`config.mk`:
```
export PLATFORM = sky130hd
export DESIGN_NAME = tmr_chan
export DESIGN_NICKNAME = d
export VERILOG_FILES = /design/src/rtl/tmr_pkg.sv /design/src/rtl/tmr_tick_gen.sv /design/src/rtl/tmr_gen_reg.sv /design/src/rtl/tmr_counter.sv /design/src/rtl/tmr_chan.sv
export SDC_FILE = /design/constraint.sdc
export NUM_CORES = 1
export LEC_CHECK = 0
export CAP_MARGIN = 15
export CORE_ASPECT_RATIO = 1.5
export CORE_UTILIZATION = 55
export DETAILED_ROUTE_END_ITERATION = 12
export DONT_BUFFER_PORTS = 1
export PLACE_DENSITY_LB_ADDON = 0.15
export REMOVE_ABC_BUFFERS = 1
export SYNTH_ARGS = -nofsm -noshare
export SYNTH_HDL_FRONTEND = slang
export SYNTH_SLANG_ARGS = --single-unit
```
`constraint.sdc`:
```
create_clock -name clk -period 2.3 [get_ports clk]
set_input_delay 0.69 -clock clk [delete_from_list [all_inputs] [get_ports clk]]
set_output_delay 0.69 -clock clk [all_outputs]
set_load 0.01 [all_outputs]
```
`src/rtl/tmr_pkg.sv`:
```
package tmr_pkg;
  typedef enum logic [1:0] {
    CLR_NONE = 2'b00,
    CLR_BY_A = 2'b01,
    CLR_BY_B = 2'b10,
    CLR_SYNC = 2'b11
  } clr_sel_e;

  typedef enum logic [1:0] {
    EDGE_RISE   = 2'b00,
    EDGE_FALL   = 2'b01,
    EDGE_BOTH_0 = 2'b10,
    EDGE_BOTH_1 = 2'b11
  } edge_sel_e;
endpackage

```
`src/rtl/tmr_tick_gen.sv`:
```
module tmr_tick_gen #(
  parameter int DIV_SEL_W   = 2,
  parameter int SYNC_STAGES = 2
) (
  input  logic               clk,
  input  logic               rst,
  input  logic [DIV_SEL_W:0] clk_src,
  input  logic [1:0]         edge_sel,
  input  logic               phase_mode,
  input  logic               phase_step,
  input  logic               ext_pin,
  output logic               tick
);
  import tmr_pkg::*;

  localparam int N_DIV = 1 << DIV_SEL_W;
  localparam int PSC_W = N_DIV - 1;

  logic [PSC_W-1:0]     psc_q;
  logic [N_DIV-1:0]     div_tick;
  logic [SYNC_STAGES:0] pin_sh;
  logic                 pin_now, pin_prev, pin_rise, pin_fall;
  logic                 ext_tick, int_tick;
  edge_sel_e            esel;

  always_ff @(posedge clk) begin
    if (rst) psc_q <= '0;
    else     psc_q <= psc_q + 1'b1;
  end

  for (genvar k = 0; k < N_DIV; k++) begin : g_div
    if (k == 0) begin : g_full
      assign div_tick[k] = 1'b1;
    end else begin : g_part
      assign div_tick[k] = &psc_q[k-1:0];
    end
  end

  always_ff @(posedge clk) begin
    if (rst) pin_sh <= '0;
    else     pin_sh <= {pin_sh[SYNC_STAGES-1:0], ext_pin};
  end

  assign pin_now  = pin_sh[SYNC_STAGES-1];
  assign pin_prev = pin_sh[SYNC_STAGES];
  assign pin_rise = pin_now & ~pin_prev;
  assign pin_fall = ~pin_now & pin_prev;
  assign esel     = edge_sel_e'(edge_sel);

  always_comb begin
    case (esel)
      EDGE_RISE: ext_tick = pin_rise;
      EDGE_FALL: ext_tick = pin_fall;
      default:   ext_tick = pin_rise | pin_fall;
    endcase
  end

  assign int_tick = div_tick[clk_src[DIV_SEL_W-1:0]];

  always_comb begin
    if (phase_mode)              tick = phase_step;
    else if (clk_src[DIV_SEL_W]) tick = ext_tick;
    else                         tick = int_tick;
  end
endmodule

```
`src/rtl/tmr_gen_reg.sv`:
```
module tmr_gen_reg #(
  parameter int         W       = 16,
  parameter logic [W-1:0] RST_VAL = '1
) (
  input  logic         clk,
  input  logic         rst,
  input  logic [W-1:0] cnt,
  input  logic         tick,
  input  logic         cap_mode,
  input  logic         cap_trig,
  input  logic         wr_en,
  input  logic [W-1:0] wr_data,
  output logic [W-1:0] gr_q,
  output logic         evt,
  output logic         match_q,
  output logic         cap_q
);
  logic match_now, cap_now;

  assign match_now = ~cap_mode & tick & (cnt == gr_q);
  assign cap_now   = cap_mode & cap_trig;
  assign evt       = match_now | cap_now;

  always_ff @(posedge clk) begin
    if (rst) begin
      gr_q    <= RST_VAL;
      match_q <= 1'b0;
      cap_q   <= 1'b0;
    end else begin
      if (cap_now)    gr_q <= cnt;
      else if (wr_en) gr_q <= wr_data;
      match_q <= match_now;
      cap_q   <= cap_now;
    end
  end
endmodule

```
`src/rtl/tmr_counter.sv`:
```
module tmr_counter #(
  parameter int W = 16
) (
  input  logic         clk,
  input  logic         rst,
  input  logic         tick,
  input  logic         clr,
  output logic [W-1:0] cnt_q
);
  always_ff @(posedge clk) begin
    if (rst)       cnt_q <= '0;
    else if (clr)  cnt_q <= '0;
    else if (tick) cnt_q <= cnt_q + 1'b1;
  end
endmodule

```
`src/rtl/tmr_chan.sv`:
```
module tmr_chan #(
  parameter int CNT_W     = 16,
  parameter int DIV_SEL_W = 2,
  parameter int N_GR      = 2
) (
  input  logic               clk,
  input  logic               rst,
  input  logic [DIV_SEL_W:0] cfg_clk_src,
  input  logic [1:0]         cfg_edge_sel,
  input  logic [1:0]         cfg_clr_sel,
  input  logic               phase_mode,
  input  logic               phase_step,
  input  logic               ext_clk_in,
  input  logic [N_GR-1:0]    gr_cap_mode,
  input  logic [N_GR-1:0]    cap_trig,
  input  logic [N_GR-1:0]    gr_wr_en,
  input  logic [CNT_W-1:0]   gr_wr_data,
  input  logic               sync_en,
  input  logic               sync_clr,
  output logic [CNT_W-1:0]   cnt_val,
  output logic [CNT_W-1:0]   gra_val,
  output logic [CNT_W-1:0]   grb_val,
  output logic [N_GR-1:0]    cmp_match,
  output logic [N_GR-1:0]    cap_strobe
);
  import tmr_pkg::*;

  logic             cnt_tick;
  logic             cnt_clr;
  logic [CNT_W-1:0] cnt_q;
  logic [CNT_W-1:0] gr_q [N_GR];
  logic [N_GR-1:0]  gr_evt;
  clr_sel_e         csel;

  tmr_tick_gen #(.DIV_SEL_W(DIV_SEL_W), .SYNC_STAGES(2)) u_tick (
    .clk(clk), .rst(rst), .clk_src(cfg_clk_src), .edge_sel(cfg_edge_sel),
    .phase_mode(phase_mode), .phase_step(phase_step), .ext_pin(ext_clk_in),
    .tick(cnt_tick)
  );

  for (genvar i = 0; i < N_GR; i++) begin : g_gr
    tmr_gen_reg #(.W(CNT_W), .RST_VAL({CNT_W{1'b1}})) u_gr (
      .clk(clk), .rst(rst), .cnt(cnt_q), .tick(cnt_tick),
      .cap_mode(gr_cap_mode[i]), .cap_trig(cap_trig[i]),
      .wr_en(gr_wr_en[i]), .wr_data(gr_wr_data),
      .gr_q(gr_q[i]), .evt(gr_evt[i]),
      .match_q(cmp_match[i]), .cap_q(cap_strobe[i])
    );
  end

  assign csel = clr_sel_e'(cfg_clr_sel);

  always_comb begin
    case (csel)
      CLR_BY_A: cnt_clr = gr_evt[0];
      CLR_BY_B: cnt_clr = gr_evt[1];
      CLR_SYNC: cnt_clr = sync_en & sync_clr;
      default:  cnt_clr = 1'b0;
    endcase
  end

  tmr_counter #(.W(CNT_W)) u_cnt (
    .clk(clk), .rst(rst), .tick(cnt_tick), .clr(cnt_clr), .cnt_q(cnt_q)
  );

  assign cnt_val = cnt_q;
  assign gra_val = gr_q[0];
  assign grb_val = gr_q[1];
endmodule

```
==> impl_summary.txt, run 1 <==
----------------------------------------------------
[Outcome]
  Status ... finished clean

[Global routing]
  Wire length of the first global-routing pass ... 11,800 um
  Leftover overflow at the end of global routing ... 0
  Total global routing track utilization ... 25.6%
  Largest net degree at the start of global routing ... 44
  Number of antenna violations at the first check in global routing ... 0
  Vias in the first global route ... 2,409

[Setup path]
  Critical path type ... flip-flop to flip-flop
  Nature of the critical path startpoint ... flip-flop
  Crit-path max cell delay ... 0.36 ns
  Cell-by-cell listing of the critical path ... ha_1 -> ha_1 -> mux2i_1 -> a221oi_4 -> o21ai_4 -> o41ai_4 -> buf_4 -> nor3_1
  Crit. End Element ... flip-flop
  Largest fanout on the critical path ... 16
  Critical Path Slowest Stage Cell ... dfxtp_1
  Category of cells accounting for the largest share of critical-path delay ... compound AO/OA/AOI/OAI gates
  Most frequent cell on the critical path ... ha_1
  Worst path arrival time ... 2.30 ns
  WP data required ... 2.52 ns
  Worst path buffer plus inverter count ... 1

[Timing]
  Final Max Slew Viols ... 0
  Final Critical Period ... 2.09 ns
  Total of endpoints with negative setup slack in the final report ... 0
  Setup slack of the critical path after layout ... 0.214 ns
  Worst hold margin ... 0.422 ns
  Maximum operating frequency ... 479 MHz
  Clock skew after layout ... 0.00780 ns
  Period utilization ... 90.7%
  Worst-Margin Slew ... 0.419 ns
  RSZ-0062 raised after global routing ... false
  Setup TNS after final layout ... 0 ns
  Worst rel slew slack ... 71.8%
  Final-report hold violation count ... 0

[Synth]
  Top flip-flop cell by instance count after synthesis ... dfxtp_1
  Count of synthesis-stage warnings from yosys ... 0
  Avg Cell Area, Syn ... 8.91 um^2
  Part of the Yosys area used for sequential elements ... 35.9%
  Cells after Synth ... 363
  Most area-consuming cells after synthesis ... dfxtp_1 (36%), xor2_1 (11%), mux2i_1 (11%), nand2b_1 (7.0%), o21ai_0 (5.3%)
  Top-area cell type share of the netlist area ... 35.9%
  Top-count cell post-synth ... dfxtp_1
  Distinct cell type count of the synthesized netlist ... 36
  Register bit count reported by yosys ... 58
  Area of the mapped netlist ... 0.00323 mm^2
  Commonest cells in the netlist ... dfxtp_1 (58), xor2_1 (42), mux2i_1 (36), nand2_1 (36), nand2b_1 (36)
  Top cell type by total area after synthesis ... dfxtp_1
  Post-synthesis async set-or-reset flop share ... 0%
  Post-synth EDFFs ... 0

[Routing]
  Vias after detailed routing ... 2,459
  Vias per inst ... 5.72
  Routed len/inst ... 16.9 um
  Starting DRC count in detailed routing ... 115
  Router iterations before antenna repair ... 4
  Residual DRC count ... 0
  Aggregate routed wire length ... 7260 um
  DRT antenna net count ... 0

[CTS]
  Max Buffers Root-to-Sink ... 2
  CTS H-tree depth ... 3
  Clock tree from TritonCTS ... built
  Post-cts gate resize count ... 0
  Num CTS Buffers ... 9
  Clock sink count ... 58
  Clk Latency, worst-skew pair ... 0.34 ns
  Clock-pin slew on the worst setup and hold paths ... 0.06 ns
  Post-CTS Setup Repair Bufs ... 0
  Root buffer cell ... clkbuf_8
  Cts hold-fix bufs ... 0

[Layout]
  Ratio of cells with drive above 1 in the final layout ... 10.6%
  Total inserted antenna cells ... 0
  Area overhead of the layout relative to synthesis ... 7.24%
  Nets ... 399

[Floorplanning]
  Die width ... 64.6 um
  Die boundary height ... 95.9 um
  Area of the die ... 0.00620 mm^2
  Starting density of the core ... 58.0%
  Area of the core ... 0.00557 mm^2
  Number of placement rows ... 33
  Boundary Pins ... 88

[Pwr]
  P_leak ... 1.45 nW
  Worst supply voltage drop on vdd ... 0.464 mV
  Power density cells ... 630 mW/mm^2

[Placement]
  Worst slack at placement ... 0.166 ns
  Sum of net half-perimeters after detailed placement ... 5180 um
  IO Port Bufs ... 0
  Routability cong. ... 0.810

[Job]
  Max Cap Viol ... 0

[Worst hold path]
  Class of the worst hold path ... input port to flip-flop

----------------------------------------------------
## stage by stage
step / utilization, % / instances / instance area (um^2) / power, W
final: 62.2 / 430 / 3470 / 0.00218
after global routing: 62.2 / 430 / 3470 / 0.00230
after CTS: 62.2 / 430 / 3470 / 0.00221
after detailed placement: 59.3 / 417 / 3310 / 0.00141
after global placement: 59.3 / 417 / 3310 / 0.00141
after floorplan: - / 327 / 3070 / 0.00135
## per-layer routing
| layer | global-route usage [%] | share of wire, % |
|---|---|---|
| met1 | 28.6 | 41 |
| met2 | 44.3 | 52 |
| met3 | 7.35 | 4.9 |
| met4 | 12.0 | 1.5 |
| met5 | 0 | 0 |
## where the power goes
part	switching (W)	internal, W
registers	0.0000783	0.00106
logic	0.000127	0.000124
clock network	0.000360	0.000432
total	0.000565	0.00162
## state kept, by name (all words and copies together) (netlist names)
register and cells:
g_gr.u_gr.cap_q 2, u_cnt.cnt_q 16, g_gr.u_gr.match_q 2, u_tick.psc_q 3
g_gr.u_gr.gr_q 32, u_tick.pin_sh 3
## cell type report
| cell class | count | area [um^2] |
|---|---|---|
| multi-input cells | 264 | 1890 |
| well taps | 70 | 87.6 |
| clock buffers | 13 | 159 |
| flip-flops and latches | 58 | 1160 |
| repair buffers | 20 | 150 |
| inverters | 5 | 18.8 |
| fillers | 501 | 2110 |
## cell families after synthesis
logic type	count (synthesis)	share of synthesized area, %
DFF	58	35.9
adders and majority gates	5	1.93
muxes	36	11.1
xor gates and xnor gates	46	12.5
buffers and inverters	41	5.61
AOI/OAI and AO/OA	54	12.2
and+or+nand+nor	123	20.8
## final timing paths
path	start	to	slack, ns	cells past startpoint
worst min-delay path	rst	u_tick.psc_q[0]$_SDFF_PP0_	0.42	1
worst max-delay path	u_tick.psc_q[0]$_SDFF_PP0_	u_cnt.cnt_q[1]$_SDFFE_PP0N_	0.21	8
worst max register to register	u_tick.psc_q[0]$_SDFF_PP0_	u_cnt.cnt_q[1]$_SDFFE_PP0N_	0.21	8
worst min register to register	u_tick.pin_sh[0]$_SDFF_PP0_	u_tick.pin_sh[1]$_SDFF_PP0_	0.45	1
## placed cells by master, fill, tap and decap left out
master,n
o41ai_4,1
a21oi_1,1
nand3b_1,1
o211ai_1,6
nor3_1,17
and3_1,3
mux2i_1,36
o2111ai_1,6
xnor2_1,4
and4_1,3
a31o_2,1
buf_4,20
nand4_1,3
xor2_1,42
nor2b_1,5
clkbuf_8,11
and4bb_2,1
clkbuf_1,2
nor2_1,6
a211oi_1,1
nor4_1,8
nand2_1,36
or3_1,1
ha_1,5
nand3_1,1
dfxtp_1,58
o311ai_4,1
and2_1,1
a221oi_4,1
a21boi_0,1
o21ai_0,34
o21ai_4,1
nand2b_1,36
inv_1,5
nor4_4,1
Power figures use the tool's default switching activity.
==> run 2: changes to the inputs <==
==> constraint.sdc (replaced) <==
create_clock -name clk -period 2.3 [get_ports clk]
set_input_delay 0.575 -clock clk [delete_from_list [all_inputs] [get_ports clk]]
set_output_delay 0.575 -clock clk [all_outputs]
set_load 0.01 [all_outputs]
==> impl_summary.txt, run 2 (same netlist as run 1, synthesis figures left out) <==
----------------------------------------------------
[Timing]
  Period utilization ... 93.0%
  Clock skew after layout ... 0.0103 ns
  Final Max Slew Viols ... 0
  Setup slack of the critical path after layout ... 0.161 ns
  Final Critical Period ... 2.14 ns
  Total of endpoints with negative setup slack in the final report ... 0
  Worst rel slew slack ... 70.5%
  Maximum operating frequency ... 468 MHz
  RSZ-0062 raised after global routing ... false
  Worst-Margin Slew ... 0.438 ns
  Final-report hold violation count ... 0

[Pwr]
  Worst supply voltage drop on vdd ... 0.431 mV
  P_leak ... 1.47 nW
  Internal power ... 0.00174 W
  Share of power burned in combinational logic ... 10.7%
  Switching power as a share of total power ... 25.2%
  Part of the power in registers ... 48.8%
  Switching pwr ... 0.000589 W
  Clock power share ... 40.4%
  Power density cells ... 666 mW/mm^2
  Power consumption ... 0.00233 W

[Routing]
  Router iterations before antenna repair ... 5
  Vias after detailed routing ... 2,441
  Starting DRC count in detailed routing ... 87
  Routed len/inst ... 16.9 um
  DRT antenna net count ... 0
  Vias per inst ... 5.64
  Residual DRC count ... 0
  Aggregate routed wire length ... 7310 um

[Worst hold path]
  Class of the worst hold path ... input port to flip-flop
  Hold depth ... 1

[Global routing]
  Total global routing track utilization ... 25.1%
  Largest net degree at the start of global routing ... 44
  Wire length of the first global-routing pass ... 11,500 um
  Leftover overflow at the end of global routing ... 0
  Vias in the first global route ... 2,460
  Number of antenna violations at the first check in global routing ... 0

[Setup path]
  Depth of the most critical reg-to-reg path ... 8
  Crit. End Element ... flip-flop
  Flop-to-flop setup slack ... 0.16 ns
  Capturing point of the worst reg2reg path ... u_cnt.cnt_q[8]$_SDFFE_PP0N_
  Critical path type ... flip-flop to flip-flop
  Crit Reg-Reg Startpoint ... u_tick.psc_q[0]$_SDFF_PP0_
  Worst path arrival time ... 2.40 ns
  Nature of the critical path startpoint ... flip-flop
  Largest fanout on the critical path ... 13
  Setup crit end ... u_cnt.cnt_q[8]$_SDFFE_PP0N_
  Worst setup path startpoint ... u_tick.psc_q[0]$_SDFF_PP0_
  WP data required ... 2.56 ns

[Layout]
  Largest register by flop count ... g_gr.u_gr.gr_q
  Nets ... 399
  Area overhead of the layout relative to synthesis ... 8.44%
  Total inserted antenna cells ... 0
  Largest registers ... g_gr.u_gr.gr_q (32), u_cnt.cnt_q (16)
  Flip-flop count of the largest register, all copies and words added ... 32
  Ratio of cells with drive above 1 in the final layout ... 11.0%
  Most common cell after layout, fill and taps aside ... dfxtp_1
  Commonest non-fill, non-tap cells in the layout ... dfxtp_1 (58), xor2_1 (42), nand2_1 (36), mux2i_1 (36), nand2b_1 (36)
  Filler cell count ... 507

[CTS]
  Root buffer cell ... clkbuf_8
  Post-cts gate resize count ... 0
  Clock-pin slew on the worst setup and hold paths ... 0.06 ns
  Num CTS Buffers ... 9
  Max Buffers Root-to-Sink ... 2
  Clk Latency, worst-skew pair ... 0.34 ns
  Clock sink count ... 58
  CTS H-tree depth ... 3
  Cts hold-fix bufs ... 0
  Post-CTS Setup Repair Bufs ... 0
  Clock tree from TritonCTS ... built

[Floorplanning]
  Die width ... 64.6 um
  Die boundary height ... 95.9 um
  Area of the die ... 0.00620 mm^2
  Area of the core ... 0.00557 mm^2
  Boundary Pins ... 88
  Starting density of the core ... 58.0%
  Number of placement rows ... 33

[Job]
  Max Cap Viol ... 0

[Placement]
  IO Port Bufs ... 0
  Sum of net half-perimeters after detailed placement ... 5290 um
  Routability cong. ... 0.860
  Worst slack at placement ... 0.167 ns

[Outcome]
  Status ... finished clean

----------------------------------------------------
run 2: cell count changes in the layout (fill, tap and decap cells not counted):
cell,delta
clkbuf_1,+1
clkinv_2,+1
bufinv_16,+1
run 2: how the worst min path moves through the flow:
stage,from,to,slack [ns]
after floorplan,u_tick.pin_sh[0]$_SDFF_PP0_,u_tick.pin_sh[1]$_SDFF_PP0_,0.41
after global placement,u_tick.psc_q[0]$_SDFF_PP0_,u_tick.psc_q[0]$_SDFF_PP0_,0.42
after detailed placement,u_tick.pin_sh[0]$_SDFF_PP0_,u_tick.pin_sh[1]$_SDFF_PP0_,0.43
after CTS,rst,u_tick.psc_q[0]$_SDFF_PP0_,0.28
after global routing,rst,u_tick.pin_sh[2]$_SDFF_PP0_,0.28
final,rst,u_tick.pin_sh[2]$_SDFF_PP0_,0.30
run 2: routing by layer:
metal / vias up / GRT usage [%] / share of wire [%]
li1: 1233 / - / -
met1: 1126 / 26.0 / 38
met2: 73 / 45.5 / 53
met3: 9 / 7.58 / 6.7
met4: 0 / 12.6 / 1.7
met5: - / 0 / 0
run 2: worst max-delay path: stages (launching register included):
cell	delay [ns]
dfxtp_1	0.35
ha_1	0.18
ha_1	0.15
mux2i_1	0.10
a221oi_4	0.29
buf_4	0.24
o2111ai_1	0.17
or3_1	0.35
a211oi_1	0.23
run 2: through the flow:
stage	hold slack [ns]	instance area [um^2]	instances	utilization (%)	setup TNS, ns
after floorplan	0.414	3070	327	-	-0.411
after global placement	0.422	3310	417	59.3	0
after detailed placement	0.433	3310	417	59.3	0
after CTS	0.283	3510	433	62.9	0
after global routing	0.282	3510	433	62.9	0
final	0.304	3510	433	62.9	0
run 2: layout make-up:
| cell class | count | area (um^2) | area share, % |
|---|---|---|---|
| clock buffer | 14 | 163 | 4.64 |
| clock inverter | 2 | 35.0 | 0.999 |
| inverter | 5 | 18.8 | 0.535 |
| multi-input combinational | 264 | 1890 | 53.9 |
| sequential | 58 | 1160 | 33.1 |
| tap | 70 | 87.6 | 2.50 |
| timing repair buffer | 20 | 150 | 4.28 |
run 2: power groups by stage:
| stage | Clock [W] | Combinational [W] | Sequential [W] |
|---|---|---|---|
| 6_report | 0.000943 | 0.000251 | 0.00114 |
| 3_3_place_gp | 0 | 0.000245 | 0.00116 |
| 5_1_grt | 0.00102 | 0.000286 | 0.00114 |
| 3_5_place_dp | 0 | 0.000250 | 0.00116 |
| 4_1_cts | 0.000974 | 0.000253 | 0.00114 |
| 2_1_floorplan | 0 | 0.000198 | 0.00115 |
==> run 3: changes to the inputs <==
- CORE_MARGIN: unset -> 5
==> impl_summary.txt, run 3 (same netlist as run 1, synthesis figures left out) <==
----------------------------------------------------
[Setup path]
  Crit. End Element ... flip-flop
  Worst path arrival time ... 2.37 ns
  WP data required ... 2.56 ns
  Crit Reg-Reg Startpoint ... u_tick.psc_q[0]$_SDFF_PP0_
  Nature of the critical path startpoint ... flip-flop
  Depth of the most critical reg-to-reg path ... 8
  Worst setup path startpoint ... u_tick.psc_q[0]$_SDFF_PP0_
  Critical path type ... flip-flop to flip-flop
  Largest fanout on the critical path ... 13

[CTS]
  Cts hold-fix bufs ... 0
  Clock sink count ... 58
  Clock tree from TritonCTS ... built
  Clk Latency, worst-skew pair ... 0.35 ns
  Root buffer cell ... clkbuf_8
  Clock-pin slew on the worst setup and hold paths ... 0.07 ns
  Max Buffers Root-to-Sink ... 2
  CTS H-tree depth ... 3
  Post-CTS Setup Repair Bufs ... 0
  Num CTS Buffers ... 9

[Layout]
  Ratio of cells with drive above 1 in the final layout ... 11.8%
  Nets ... 399
  Largest registers ... g_gr.u_gr.gr_q (32), u_cnt.cnt_q (16)
  Flip-flop count of the largest register, all copies and words added ... 32
  Area overhead of the layout relative to synthesis ... 8.82%
  Total inserted antenna cells ... 0
  Largest register by flop count ... g_gr.u_gr.gr_q
  Post-Layout Inst Area ... 0.00352 mm^2
  Commonest non-fill, non-tap cells in the layout ... dfxtp_1 (58), xor2_1 (42), nand2_1 (36), mux2i_1 (36), nand2b_1 (36)
  Most common cell after layout, fill and taps aside ... dfxtp_1

[Global routing]
  Wire length of the first global-routing pass ... 12,600 um
  Number of antenna violations at the first check in global routing ... 0
  Total global routing track utilization ... 21.2%
  Vias in the first global route ... 2,508
  Leftover overflow at the end of global routing ... 0
  Largest net degree at the start of global routing ... 44

[Routing]
  Router iterations before antenna repair ... 4
  DRT antenna net count ... 0
  Aggregate routed wire length ... 7720 um
  Vias per inst ... 5.68
  Vias after detailed routing ... 2,470
  Residual DRC count ... 0
  Starting DRC count in detailed routing ... 146
  Routed len/inst ... 17.7 um

[Timing]
  Maximum operating frequency ... 475 MHz
  Setup TNS after final layout ... 0 ns
  Final Max Slew Viols ... 0
  Total of endpoints with negative setup slack in the final report ... 0
  RSZ-0062 raised after global routing ... false
  Final-report hold violation count ... 0
  Worst rel slew slack ... 70.2%
  Period utilization ... 91.5%
  Clock skew after layout ... 0.0102 ns
  Final Critical Period ... 2.10 ns
  Worst-Margin Slew ... 0.443 ns

[Job]
  Max Cap Viol ... 0

[Floorplanning]
  Die width ... 72.6 um
  Area of the core ... 0.00574 mm^2
  Boundary Pins ... 88
  Die boundary height ... 104 um
  Starting density of the core ... 56.3%
  Area of the die ... 0.00754 mm^2
  Number of placement rows ... 34

[Pwr]
  P_leak ... 1.48 nW
  Power consumption ... 0.00236 W
  Power density cells ... 670 mW/mm^2
  Worst supply voltage drop on vdd ... 0.513 mV

[Placement]
  Routability cong. ... 0.847
  Sum of net half-perimeters after detailed placement ... 5650 um
  Post-place instance area ... 0.00331 mm^2
  IO Port Bufs ... 0

[Worst hold path]
  Class of the worst hold path ... input port to flip-flop
  Hold depth ... 1
  Hold Startpoint ... rst

[Outcome]
  Status ... finished clean

----------------------------------------------------
[run 3: changes by cell type in the layout (fill, tap and decap cells not counted)]
cell,previous run,this run
clkbuf_1,3,0
buf_6,0,1
buf_4,20,19
clkinv_2,1,3
clkinvlp_4,0,1
[run 3: worst paths after layout]
check                             endpoint  slack (ns)
max            u_cnt.cnt_q[8]$_SDFFE_PP0N_        0.20
min          g_gr[0].u_gr.cap_q$_SDFF_PP0_        0.30
max reg2reg    u_cnt.cnt_q[8]$_SDFFE_PP0N_        0.20
min reg2reg     u_tick.psc_q[0]$_SDFF_PP0_        0.44
[run 3: per-stage QoR]
stage / hold slack (ns) / worst slack (ns) / util (%) / cells
CTS: 0.285 / 0.141 / 61.2 / 435
finish: 0.296 / 0.195 / 61.3 / 435
global route: 0.280 / 0.00338 / 61.3 / 435
global placement: 0.425 / 0.249 / 57.6 / 419
floorplan: 0.414 / -0.0271 / - / 327
detailed placement: 0.432 / 0.149 / 57.6 / 419
[run 3: what timing repair did]
item                                   4_1_cts  5_1_grt
endpoints found under the hold margin        0        0
setup endpoints to repair                    0        1
gates resized for setup                      0        1
[run 3: power breakdown]
group,switching [W],internal (W)
clock,0.000411,0.000553
combinational,0.000126,0.000125
sequential,0.0000811,0.00106
[run 3: critical path: stages, from the launching register on]
cell and delay [ns]:
dfxtp_1 0.35, ha_1 0.18, ha_1 0.14, mux2i_1 0.10
a221oi_4 0.32, buf_6 0.20, o2111ai_1 0.17, or3_1 0.34
a211oi_1 0.22
[run 3: layer usage]
metal	track usage (%)	vias to the layer above	share of wire, %
li1	-	1222	-
met1	23.8	1173	39
met2	35.9	62	51
met3	7.25	13	7.3
met4	8.05	0	2.0
met5	0	-	0
[run 3: layout make-up]
cell class / instances / area, um^2
fill: 527 / 2220
multi-input combinational: 264 / 1890
clock inverter: 5 / 52.6
inverter: 5 / 18.8
tap: 72 / 90.1
clock buffer: 11 / 151
timing repair buffer: 20 / 154
sequential: 58 / 1160
